==> config.mk <==
export PLATFORM = sky130hd
export DESIGN_NAME = kbc_host_front
export DESIGN_NICKNAME = d
export VERILOG_FILES = /design/src/rtl/kbc_pkg.sv /design/src/rtl/kbc_bus_decode.sv /design/src/rtl/kbc_src_arbiter.sv /design/src/rtl/kbc_cmd_ctrl.sv /design/src/rtl/kbc_irq_gen.sv /design/src/rtl/kbc_host_front.sv
export SDC_FILE = /design/constraint.sdc
export NUM_CORES = 1
export LEC_CHECK = 0
export BUFFER_PORTS_ARGS = -buffer_cell sky130_fd_sc_hd__buf_2
export CAP_MARGIN = 20
export CELL_PAD_IN_SITES_DETAIL_PLACEMENT = 0
export CELL_PAD_IN_SITES_GLOBAL_PLACEMENT = 2
export CORE_ASPECT_RATIO = 1.4
export CORE_UTILIZATION = 26
export CTS_CLUSTER_DIAMETER = 50
export DETAILED_ROUTE_END_ITERATION = 7
export PLACE_DENSITY = 0.75
export SLEW_MARGIN = 15
export SYNTH_ARGS = -nofsm -noshare
export SYNTH_HDL_FRONTEND = slang
export SYNTH_SLANG_ARGS = --single-unit
==> constraint.sdc <==
create_clock -name clk -period 1.28 [get_ports clk]
set_clock_uncertainty 0.1 [all_clocks]
set_input_delay 0.256 -clock clk [delete_from_list [all_inputs] [get_ports clk]]
set_output_delay 0.256 -clock clk [all_outputs]
set_load 0.01 [all_outputs]
==> src/rtl/kbc_pkg.sv <==
package kbc_pkg;
   localparam int NUM_SRC = 2;
   localparam int SRC_KBD = 0;
   localparam int SRC_AUX = 1;

   localparam int ST_OBF     = 0;
   localparam int ST_AUX_OBF = 5;

   localparam int MD_KBD_IE  = 0;
   localparam int MD_AUX_IE  = 1;
   localparam int MD_KBD_OFF = 4;
   localparam int MD_XLAT    = 6;

   localparam logic [7:0] CMD_GET_MODE = 8'h20;
   localparam logic [7:0] CMD_SET_MODE = 8'h60;

   typedef logic [NUM_SRC-1:0] src_mask_t;

   typedef enum logic [1:0] {
      REG_DATA = 2'd0,
      REG_CTRL = 2'd1,
      REG_NONE = 2'd2
   } reg_sel_e;

   function automatic logic aux_alone(input src_mask_t m);
      return m == src_mask_t'(1 << SRC_AUX);
   endfunction
endpackage

==> src/rtl/kbc_bus_decode.sv <==
module kbc_bus_decode
   import kbc_pkg::*;
#(
   parameter int ADDR_W       = 4,
   parameter int STRIDE_SHIFT = 2
) (
   input  logic [ADDR_W-1:0] addr,
   input  logic              rd,
   input  logic              wr,
   output reg_sel_e          sel,
   output logic              data_rd,
   output logic              data_wr,
   output logic              ctrl_wr
);
   localparam int OFS_W = ADDR_W - STRIDE_SHIFT;

   logic [OFS_W-1:0] ofs;
   assign ofs = addr[ADDR_W-1:STRIDE_SHIFT];

   if (OFS_W == 1) begin : g_two_slot
      // every offset lands on a real register
      assign sel = ofs[0] ? REG_CTRL : REG_DATA;
   end else begin : g_sparse
      always_comb begin
         if (ofs == OFS_W'(0))      sel = REG_DATA;
         else if (ofs == OFS_W'(1)) sel = REG_CTRL;
         else                       sel = REG_NONE;
      end
   end

   assign data_rd = rd && (sel == REG_DATA);
   assign data_wr = wr && (sel == REG_DATA);
   assign ctrl_wr = wr && (sel == REG_CTRL);
endmodule

==> src/rtl/kbc_src_arbiter.sv <==
module kbc_src_arbiter
   import kbc_pkg::*;
#(
   parameter int BYTE_W = 8
) (
   input  logic                           clk,
   input  logic                           rst_n,
   input  logic [NUM_SRC-1:0]             src_valid,
   input  logic [NUM_SRC-1:0][BYTE_W-1:0] src_byte,
   input  logic                           inj_aux,
   input  logic [BYTE_W-1:0]              inj_byte,
   input  logic                           pop,
   output src_mask_t                      pend_q,
   output src_mask_t                      pend_nxt,
   output logic [BYTE_W-1:0]              head_byte
);
   logic [NUM_SRC-1:0][BYTE_W-1:0] hold_vec;
   logic                           head_is_aux;

   // keyboard wins unless the auxiliary source is alone
   assign head_is_aux = aux_alone(pend_q);
   assign head_byte   = hold_vec[head_is_aux ? SRC_AUX : SRC_KBD];

   for (genvar s = 0; s < NUM_SRC; s++) begin : g_src
      localparam bit IS_AUX = (s == SRC_AUX);
      logic              pend_r;
      logic              pend_d;
      logic [BYTE_W-1:0] hold_r;
      logic [BYTE_W-1:0] hold_d;
      logic              popped;
      logic              inject;

      assign popped = pop && (head_is_aux == IS_AUX);
      assign inject = IS_AUX ? inj_aux : 1'b0;

      always_comb begin
         pend_d = pend_r;
         hold_d = hold_r;
         if (popped) pend_d = 1'b0;
         if (inject) begin
            pend_d = 1'b1;
            hold_d = inj_byte;
         end
         if (src_valid[s]) begin
            pend_d = 1'b1;
            hold_d = src_byte[s];
         end
      end

      always_ff @(posedge clk) begin
         if (!rst_n) begin
            pend_r <= 1'b0;
            hold_r <= '0;
         end else begin
            pend_r <= pend_d;
            hold_r <= hold_d;
         end
      end

      assign pend_q[s]   = pend_r;
      assign pend_nxt[s] = pend_d;
      assign hold_vec[s] = hold_r;
   end
endmodule

==> src/rtl/kbc_cmd_ctrl.sv <==
module kbc_cmd_ctrl
   import kbc_pkg::*;
#(
   parameter int                BYTE_W     = 8,
   parameter logic [BYTE_W-1:0] RESET_MODE = 8'h43
) (
   input  logic              clk,
   input  logic              rst_n,
   input  logic              ctrl_wr,
   input  logic              data_wr,
   input  logic [BYTE_W-1:0] wdata,
   output logic [BYTE_W-1:0] mode_q,
   output logic [BYTE_W-1:0] mode_nxt,
   output logic              armed_q,
   output logic              inj_aux,
   output logic [BYTE_W-1:0] inj_byte,
   output logic              xlat_en
);
   localparam logic [BYTE_W-1:0] GET_CODE = BYTE_W'(CMD_GET_MODE);
   localparam logic [BYTE_W-1:0] SET_CODE = BYTE_W'(CMD_SET_MODE);

   logic armed_d;

   always_comb begin
      armed_d  = armed_q;
      mode_nxt = mode_q;
      if (ctrl_wr) begin
         armed_d = (wdata == SET_CODE);
      end else if (data_wr) begin
         armed_d = 1'b0;
         if (armed_q) mode_nxt = wdata;
      end
   end

   assign inj_aux  = ctrl_wr && (wdata == GET_CODE);
   assign inj_byte = mode_q;
   assign xlat_en  = mode_q[MD_XLAT];

   always_ff @(posedge clk) begin
      if (!rst_n) begin
         mode_q  <= RESET_MODE;
         armed_q <= 1'b0;
      end else begin
         mode_q  <= mode_nxt;
         armed_q <= armed_d;
      end
   end
endmodule

==> src/rtl/kbc_irq_gen.sv <==
module kbc_irq_gen
   import kbc_pkg::*;
#(
   parameter int BYTE_W = 8
) (
   input  logic              clk,
   input  logic              rst_n,
   input  src_mask_t         pend_q,
   input  src_mask_t         pend_nxt,
   input  logic [BYTE_W-1:0] mode_nxt,
   output logic              irq_kbd,
   output logic              irq_aux,
   output logic [BYTE_W-1:0] status_byte
);
   logic kbd_lvl;
   logic aux_lvl;

   assign kbd_lvl = pend_nxt[SRC_KBD] && mode_nxt[MD_KBD_IE] && !mode_nxt[MD_KBD_OFF];
   assign aux_lvl = aux_alone(pend_nxt) && mode_nxt[MD_AUX_IE];

   always_ff @(posedge clk) begin
      if (!rst_n) begin
         irq_kbd <= 1'b0;
         irq_aux <= 1'b0;
      end else begin
         irq_kbd <= kbd_lvl;
         irq_aux <= aux_lvl;
      end
   end

   always_comb begin
      status_byte             = '0;
      status_byte[ST_OBF]     = |pend_q;
      status_byte[ST_AUX_OBF] = aux_alone(pend_q);
   end
endmodule

==> src/rtl/kbc_host_front.sv <==
module kbc_host_front
   import kbc_pkg::*;
#(
   parameter int                ADDR_W       = 4,
   parameter int                STRIDE_SHIFT = 2,
   parameter int                BYTE_W       = 8,
   parameter logic [BYTE_W-1:0] RESET_MODE   = 8'h43
) (
   input  logic              clk,
   input  logic              rst_n,
   input  logic [ADDR_W-1:0] bus_addr,
   input  logic              bus_rd,
   input  logic              bus_wr,
   input  logic [BYTE_W-1:0] bus_wdata,
   output logic [BYTE_W-1:0] bus_rdata,
   input  logic              kbd_valid,
   input  logic [BYTE_W-1:0] kbd_byte,
   input  logic              aux_valid,
   input  logic [BYTE_W-1:0] aux_byte,
   output logic              irq_kbd,
   output logic              irq_aux,
   output logic              xlat_en
);
   if (STRIDE_SHIFT < 0 || STRIDE_SHIFT >= ADDR_W) begin : g_bad_stride
      $error("kbc_host_front: STRIDE_SHIFT must lie in [0, ADDR_W-1]");
   end
   if (BYTE_W < 8) begin : g_bad_width
      $error("kbc_host_front: BYTE_W must be at least 8");
   end

   reg_sel_e                       sel;
   logic                           data_rd;
   logic                           data_wr;
   logic                           ctrl_wr;
   src_mask_t                      pend_q;
   src_mask_t                      pend_nxt;
   logic [BYTE_W-1:0]              head_byte;
   logic [BYTE_W-1:0]              mode_q;
   logic [BYTE_W-1:0]              mode_nxt;
   logic                           armed_q;
   logic                           inj_aux;
   logic [BYTE_W-1:0]              inj_byte;
   logic [BYTE_W-1:0]              status_byte;
   logic [NUM_SRC-1:0]             src_valid;
   logic [NUM_SRC-1:0][BYTE_W-1:0] src_byte;

   always_comb begin
      src_valid          = '0;
      src_byte           = '0;
      src_valid[SRC_KBD] = kbd_valid;
      src_valid[SRC_AUX] = aux_valid;
      src_byte[SRC_KBD]  = kbd_byte;
      src_byte[SRC_AUX]  = aux_byte;
   end

   kbc_bus_decode #(
      .ADDR_W      (ADDR_W),
      .STRIDE_SHIFT(STRIDE_SHIFT)
   ) u_dec (
      .addr   (bus_addr),
      .rd     (bus_rd),
      .wr     (bus_wr),
      .sel    (sel),
      .data_rd(data_rd),
      .data_wr(data_wr),
      .ctrl_wr(ctrl_wr)
   );

   kbc_cmd_ctrl #(
      .BYTE_W    (BYTE_W),
      .RESET_MODE(RESET_MODE)
   ) u_cmd (
      .clk     (clk),
      .rst_n   (rst_n),
      .ctrl_wr (ctrl_wr),
      .data_wr (data_wr),
      .wdata   (bus_wdata),
      .mode_q  (mode_q),
      .mode_nxt(mode_nxt),
      .armed_q (armed_q),
      .inj_aux (inj_aux),
      .inj_byte(inj_byte),
      .xlat_en (xlat_en)
   );

   kbc_src_arbiter #(
      .BYTE_W(BYTE_W)
   ) u_arb (
      .clk      (clk),
      .rst_n    (rst_n),
      .src_valid(src_valid),
      .src_byte (src_byte),
      .inj_aux  (inj_aux),
      .inj_byte (inj_byte),
      .pop      (data_rd),
      .pend_q   (pend_q),
      .pend_nxt (pend_nxt),
      .head_byte(head_byte)
   );

   kbc_irq_gen #(
      .BYTE_W(BYTE_W)
   ) u_irq (
      .clk        (clk),
      .rst_n      (rst_n),
      .pend_q     (pend_q),
      .pend_nxt   (pend_nxt),
      .mode_nxt   (mode_nxt),
      .irq_kbd    (irq_kbd),
      .irq_aux    (irq_aux),
      .status_byte(status_byte)
   );

   always_comb begin
      unique case (sel)
         REG_DATA: bus_rdata = head_byte;
         REG_CTRL: bus_rdata = status_byte;
         default:  bus_rdata = '1;
      endcase
   end
endmodule

## Word level (Yosys, flattened, before mapping)

Cells that the tools add are included.

- Add/subtract/negate cells: 0
- Multiply operators: 0
- Div/mod/pow operators: 0
- Order comparisons: 1
- Eq/ne operators: 6
- Shift-type cells: 0
- Muxes and demuxes: 19
- Bitwise gates (word level): 2
- Reduce and logical (&&, ||, !) cells: 16

Operators with widths:

| kind | count |
|---|---|
| two-way mux 8 bit | 5 |
| < comparator 32 x 3 -> 1 bit, second input constant | 1 |
| one-hot mux 8 bit (2 select lines) | 1 |
| two-way mux 5 bit | 3 |
| logical AND 1 bit | 9 |
| equality test 8 x 6 -> 1 bit, second input constant | 1 |
| equality test 8 x 7 -> 1 bit, second input constant | 1 |
| two-way mux 1 bit | 8 |
| equality test 2 x 1 -> 1 bit, second input constant | 2 |
| equality test 2 bit, second input constant | 2 |
| logical NOT 2 bit | 2 |
| two-way mux 2 bit | 2 |
| nonzero test 2 bit | 2 |
| AND reduction 3 bit | 1 |
| NOT 1 bit | 2 |
| OR reduction 2 bit | 1 |
| logical NOT 1 bit | 1 |

- Register bits: 29
- Latch bits: 0
- Bits in writable memories: 0
- Bits in read-only memories: 0
- Output and inout port bits: 11
- Logic and storage cells: 53
- Memories kept: 0

## Longest topological paths before layout

- Depth in word-level cells: 11
- Mapped depth: 6
- Depth with buffers taken out: 4

## Modules after synthesis

Synthesis repeated with hierarchy kept, for this count alone.

- Cells, all modules: 162
- Area, all modules: 1642.8 sq um

Modules (own cells, without submodules):

| module | times used | cells each | area an instance (sq um) |
|---|---|---|---|
| kbc_src_arbiter | 1 | 83 | 873.3 |
| kbc_cmd_ctrl | 1 | 43 | 471.7 |
| kbc_host_front | 1 | 18 | 142.6 |
| kbc_irq_gen | 1 | 13 | 121.4 |
| kbc_bus_decode | 1 | 5 | 33.8 |

## Worst setup path before layout

No wires, ideal clock.

- Path kind: in2reg
- From: in bus_addr[3]
- To: reg u_irq.irq_aux
- Setup time: 122 ps
- Arrival: 1173 ps
- Required time: 1058 ps
- Setup slack: -115 ps
- Stages on the path: 6
- Cell sequence: buf_2 -> and4bb_1 -> buf_4 -> mux2i_1 -> nor3_2 -> o311a_1

- Word-level cells in the longest chain between the ends: 11

Ends and longest elaborated chain:

| element | RTL line | source |
|---|---|---|
| start, declared | kbc_host_front.sv:11 | `input logic [ADDR_W-1:0] bus_addr,` |
| equality test 2 x 1 -> 1 bit | kbc_bus_decode.sv:26 | `else if (ofs == OFS_W'(1)) sel = REG_CTRL;` |
| two-way mux 2 bit | kbc_bus_decode.sv:26 |  |
| two-way mux 2 bit * | kbc_bus_decode.sv:25 | `if (ofs == OFS_W'(0)) sel = REG_DATA;` |
| logical NOT 2 bit | kbc_bus_decode.sv:31, kbc_bus_decode.sv:32 |  |
| logical AND 1 bit | kbc_bus_decode.sv:31 | `assign data_rd = rd && (sel == REG_DATA);` |
| logical AND 1 bit | kbc_src_arbiter.sv:33 | `assign popped = pop && (head_is_aux == IS_AUX);` |
| two-way mux 1 bit | kbc_src_arbiter.sv:39 | `if (popped) pend_d = 1'b0;` |
| two-way mux 1 bit | kbc_src_arbiter.sv:40 | `if (inject) begin` |
| two-way mux 1 bit | kbc_src_arbiter.sv:44 | `if (src_valid[s]) begin` |
| equality test 2 bit | kbc_pkg.sv:26 | `return m == src_mask_t'(1 << SRC_AUX);` |
| logical AND 1 bit * | kbc_irq_gen.sv:19 | `assign aux_lvl = aux_alone(pend_nxt) && mode_nxt[MD_AUX_IE];` |
| end signal, assigned | kbc_irq_gen.sv:27 | `irq_aux <= aux_lvl;` |
| end, declared | kbc_irq_gen.sv:12 | `output logic irq_aux,` |

Every way passes the cells marked *; elsewhere a longest branch is shown, timed or not.
A chain may end at the register's enable or synchronous reset.

## Final worst setup path

- From: reg u_arb.g_src[0].pend_r
- To: out bus_rdata[5]

- Word-level cells in the longest chain between the ends: 6

Ends and longest elaborated chain:

| element | RTL line | source |
|---|---|---|
| start, declared | kbc_src_arbiter.sv:26 | `logic pend_r;` |
| start signal, assigned | kbc_src_arbiter.sv:55 | `pend_r <= pend_d;` |
| equality test 2 bit * | kbc_pkg.sv:26 |  |
| two-way mux 1 bit | kbc_src_arbiter.sv:22 | `assign head_byte = hold_vec[head_is_aux ? SRC_AUX : SRC_KBD];` |
| two-way mux 8 bit (3 in series) | kbc_src_arbiter.sv:22 |  |
| one-hot mux 8 bit (2 select lines) * | kbc_host_front.sv:115 | `unique case (sel)` |
| end, declared | kbc_host_front.sv:15 | `output logic [BYTE_W-1:0] bus_rdata,` |

Every way passes the cells marked *; elsewhere a longest branch is shown, timed or not. The select of a mux whose other input is x is not followed.

==> metrics.md <==
| Metric | Value |
|---|---|
| Dpl hpwl | `2.83 mm` |
| CP Cell Sequence | `nand2b_4 -> nor2_2 -> a311o_1 -> buf_2` |
| Post-synthesis xor/xnor area fraction | `0%` |
| Routed wl met2 | `1.94 mm` |
| Post-Route WL | `3.60 mm` |
| Number of synthesized flops with an enable pin | `0` |
| WL met1 | `1.42 mm` |
| Crit path max fanout | `5` |
| Die H | `87.8 um` |
| Drt pass-1 iters | `4` |
| Layout cells sized above 1 | `40.4%` |
| Die ar. | `5550 um2` |
| Worst slew margin | `79.6%` |
| Register area | `587 um2` |
| Critical path buffers and inverters | `1` |
| Fmax | `0.616 GHz` |
| Cell count after synthesis | `147` |
| GR Overflow Total | `0` |
| Rows | `30` |
| Synth Cell Area | `1370 um2` |
| Distinct cells, synth | `29` |
| Ys flop type | `dfxtp_1` |
| Mux cell area share after synthesis | `16.8%` |
| Flops & latches, synth | `29` |
| GPL Wtd Cong | `0.740` |
| CTS sink cnt | `29` |
| Clock transition at the registers of the reported paths | `0.06 ns` |
| Clk_lat worst skew | `0.27 ns` |
| Diode count | `0` |
| Final Setup Violations | `8` |
| Worst hold start | `rst_n` |
| CP top delay family | `flip-flops` |
| RSZ-0062 raised after global routing | `true` |
| Core Area | `4950 um2` |
| Crit path required time | `0.92 ns` |
| Hold-fix buffers, CTS | `0` |
| # fillers | `520` |
| P_leak | `0.936 nW` |
| Post-synth net total | `181` |
| Setup ws final | `-0.342 ns` |
| Buffers on Ports | `42` |
| Crit path time final | `1.62 ns` |
| Register area share after synthesis | `42.5%` |
| Crit-path slowest cell | `dfxtp_2` |
| Nets | `241` |
| Max Root-Sink Buffers | `2` |
| Area of the multi-input gates | `800 um2` |
| Clock root buffer | `clkbuf_8` |
| Largest net degree at the start of global routing | `17` |
| Worst Hold Class | `input port to register` |
| Max Cap Viol | `0` |
| TritonCTS buffer count | `5` |
| Tot GR Track Use | `13.7%` |
| Post-synthesis simple-gate area fraction | `18.1%` |
| Fin. max-slew vios | `0` |
| CTS HTree Levels | `2` |
| Setup Crit Path Kind | `register to primary output` |
| Final worst path period share | `127%` |
| Initial Util | `27.6%` |
| Crit path launch | `u_arb.g_src[0].pend_r` |
| Status | `finished with violations` |
| Number of hold violations in the final report | `0` |
| Crit end category | `primary output` |
| Failing checks | `setup timing` |
| TritonCTS clock tree | `yes` |
| Pwr/cell area | `1080 nW/um2` |
| Initial antenna violation count | `0` |
| Pre-CTS setup slack | `-0.286 ns` |
| Drt via density | `4.57` |
| Max layer used | `met4` |
| Maximum vdd drop | `0.378 mV` |
| DR iter-0 viols | `18` |
| Met3 wire len | `201 um` |
| Slew at the pin closest to its max-slew limit | `0.305 ns` |
| Synth Area in Compound Gates | `17.7%` |
| Total chip power | `2.14 mW` |
| Worst reg2reg path startpoint | `u_cmd.armed_q` |
| Main combinational cell family by area after synthesis | `simple AND/OR/NAND/NOR gates` |
| First-pass GRT wire length | `5.89 mm` |
| Synth async-reset ratio | `0%` |
| Via count of the first global-routing pass | `1,308` |
| Area growth syn-to-layout | `45.1%` |
| ANT nets after route | `0` |
| Drt drc | `0` |
| Vias post-DR | `1,244` |
| Worst path max stage delay | `0.35 ns` |
| Wire length per cell | `13.2 um` |
| Crit path launch type | `register` |
| # IOs | `45` |
| CP Data Arrival Time | `1.27 ns` |
| Post-Syn Area per Cell | `9.29 um2` |
| Post-synthesis adder-cell area fraction | `0%` |
| Synth Warn # | `0` |
| Die Wd | `63.3 um` |
## report_power, final
part	internal, mW	switching, mW
sequential	0.944	0.0257
clock	0.485	0.351
combinational	0.180	0.155
## final cells by class
type / instances / share of cell area, %
sequential: 29 / 29.6
timing repair buffer: 62 / 19.9
clock inverter: 1 / 0.253
multi-input combinational: 104 / 40.3
tap: 64 / 4.04
clock buffer: 7 / 4.86
inverter: 5 / 0.947
## layout by cell type, fill, tap and decap left out, drive strengths merged, types with 4 or more instances in the layout
cell,n
a21boi,7
clkbuf,8
inv,5
nand2,15
mux2i,23
o21bai,6
a21oi,10
buf,61
dfxtp,29
nor2b,9
nand2b,4
o21ai,9
## metrics by stage
stage / std cells / hold WS, ns / setup TNS (ns) / area [um2] / utilization [%]
3_3_place_gp: 262 / 0.354 / -2.92 / 1790 / 36.1
3_5_place_dp: 262 / 0.368 / -3.39 / 1790 / 36.1
2_1_floorplan: 147 / 0.280 / -0.108 / 1400 / -
5_1_grt: 272 / 0.132 / -3.07 / 1980 / 40.0
6_report: 272 / 0.130 / -2.53 / 1980 / 40.0
4_1_cts: 271 / 0.124 / -2.38 / 1920 / 38.7
## synthesized netlist by cell type, types with 2 or more instances
library cell | instances | area [um2]
a21oi_1 | 10 | 50.1
nor4b_2 | 2 | 30.0
nand2_1 | 15 | 56.3
nand3b_1 | 2 | 15.0
clkbuf_1 | 4 | 15.0
inv_1 | 5 | 18.8
nand2b_1 | 3 | 18.8
nor2b_1 | 9 | 56.3
dfxtp_1 | 29 | 581
a21boi_0 | 5 | 37.5
nand3_1 | 3 | 15.0
nor2_1 | 3 | 11.3
o21ai_0 | 9 | 45.0
o21bai_1 | 6 | 45.0
a21boi_1 | 2 | 15.0
mux2i_1 | 23 | 230
buf_2 | 5 | 25.0
## cell families after synthesis
group	Yosys count
AOI/OAI and AO/OA	38
muxes	23
DFF	29
buffers and inverters	15
and+or+nand+nor	42
## state kept, by name, summed over array words and instances (netlist names)
signal and cells:
u_cmd.armed_q 1, u_arb.g_src.hold_r 16, u_irq.irq_kbd 1, u_cmd.inj_byte 8
u_irq.irq_aux 1, u_arb.g_src.pend_r 2
## worst register-to-register path, stage by stage (launching register included)
cell and delay, ns:
dfxtp_2 0.33, and4bb_2 0.30, mux2i_4 0.26, nor3_2 0.06, o311a_1 0.11
## path summary, 6_finish.rpt
kind         depth (start not counted)  slack (ns)                end
max                                  4       -0.34       bus_rdata[5]
min                                  2        0.13  u_cmd.inj_byte[1]
max reg2reg                          4        0.02      u_irq.irq_aux
min reg2reg                          2        0.37  u_cmd.inj_byte[3]
## layer usage
layer,GRT usage (%),up-vias
met5,0,-
met3,4.04,4
met1,13.5,572
li1,-,636
met2,27.2,32
met4,4.34,0
## timing repair
action,in CTS,in global routing
setup buffers,0,1
setup endpoints to repair,9,18
resized for setup,7,11
pin swaps,5,3
gates cloned,1,0
No activity file was read; power rests on OpenSTA's default activity.
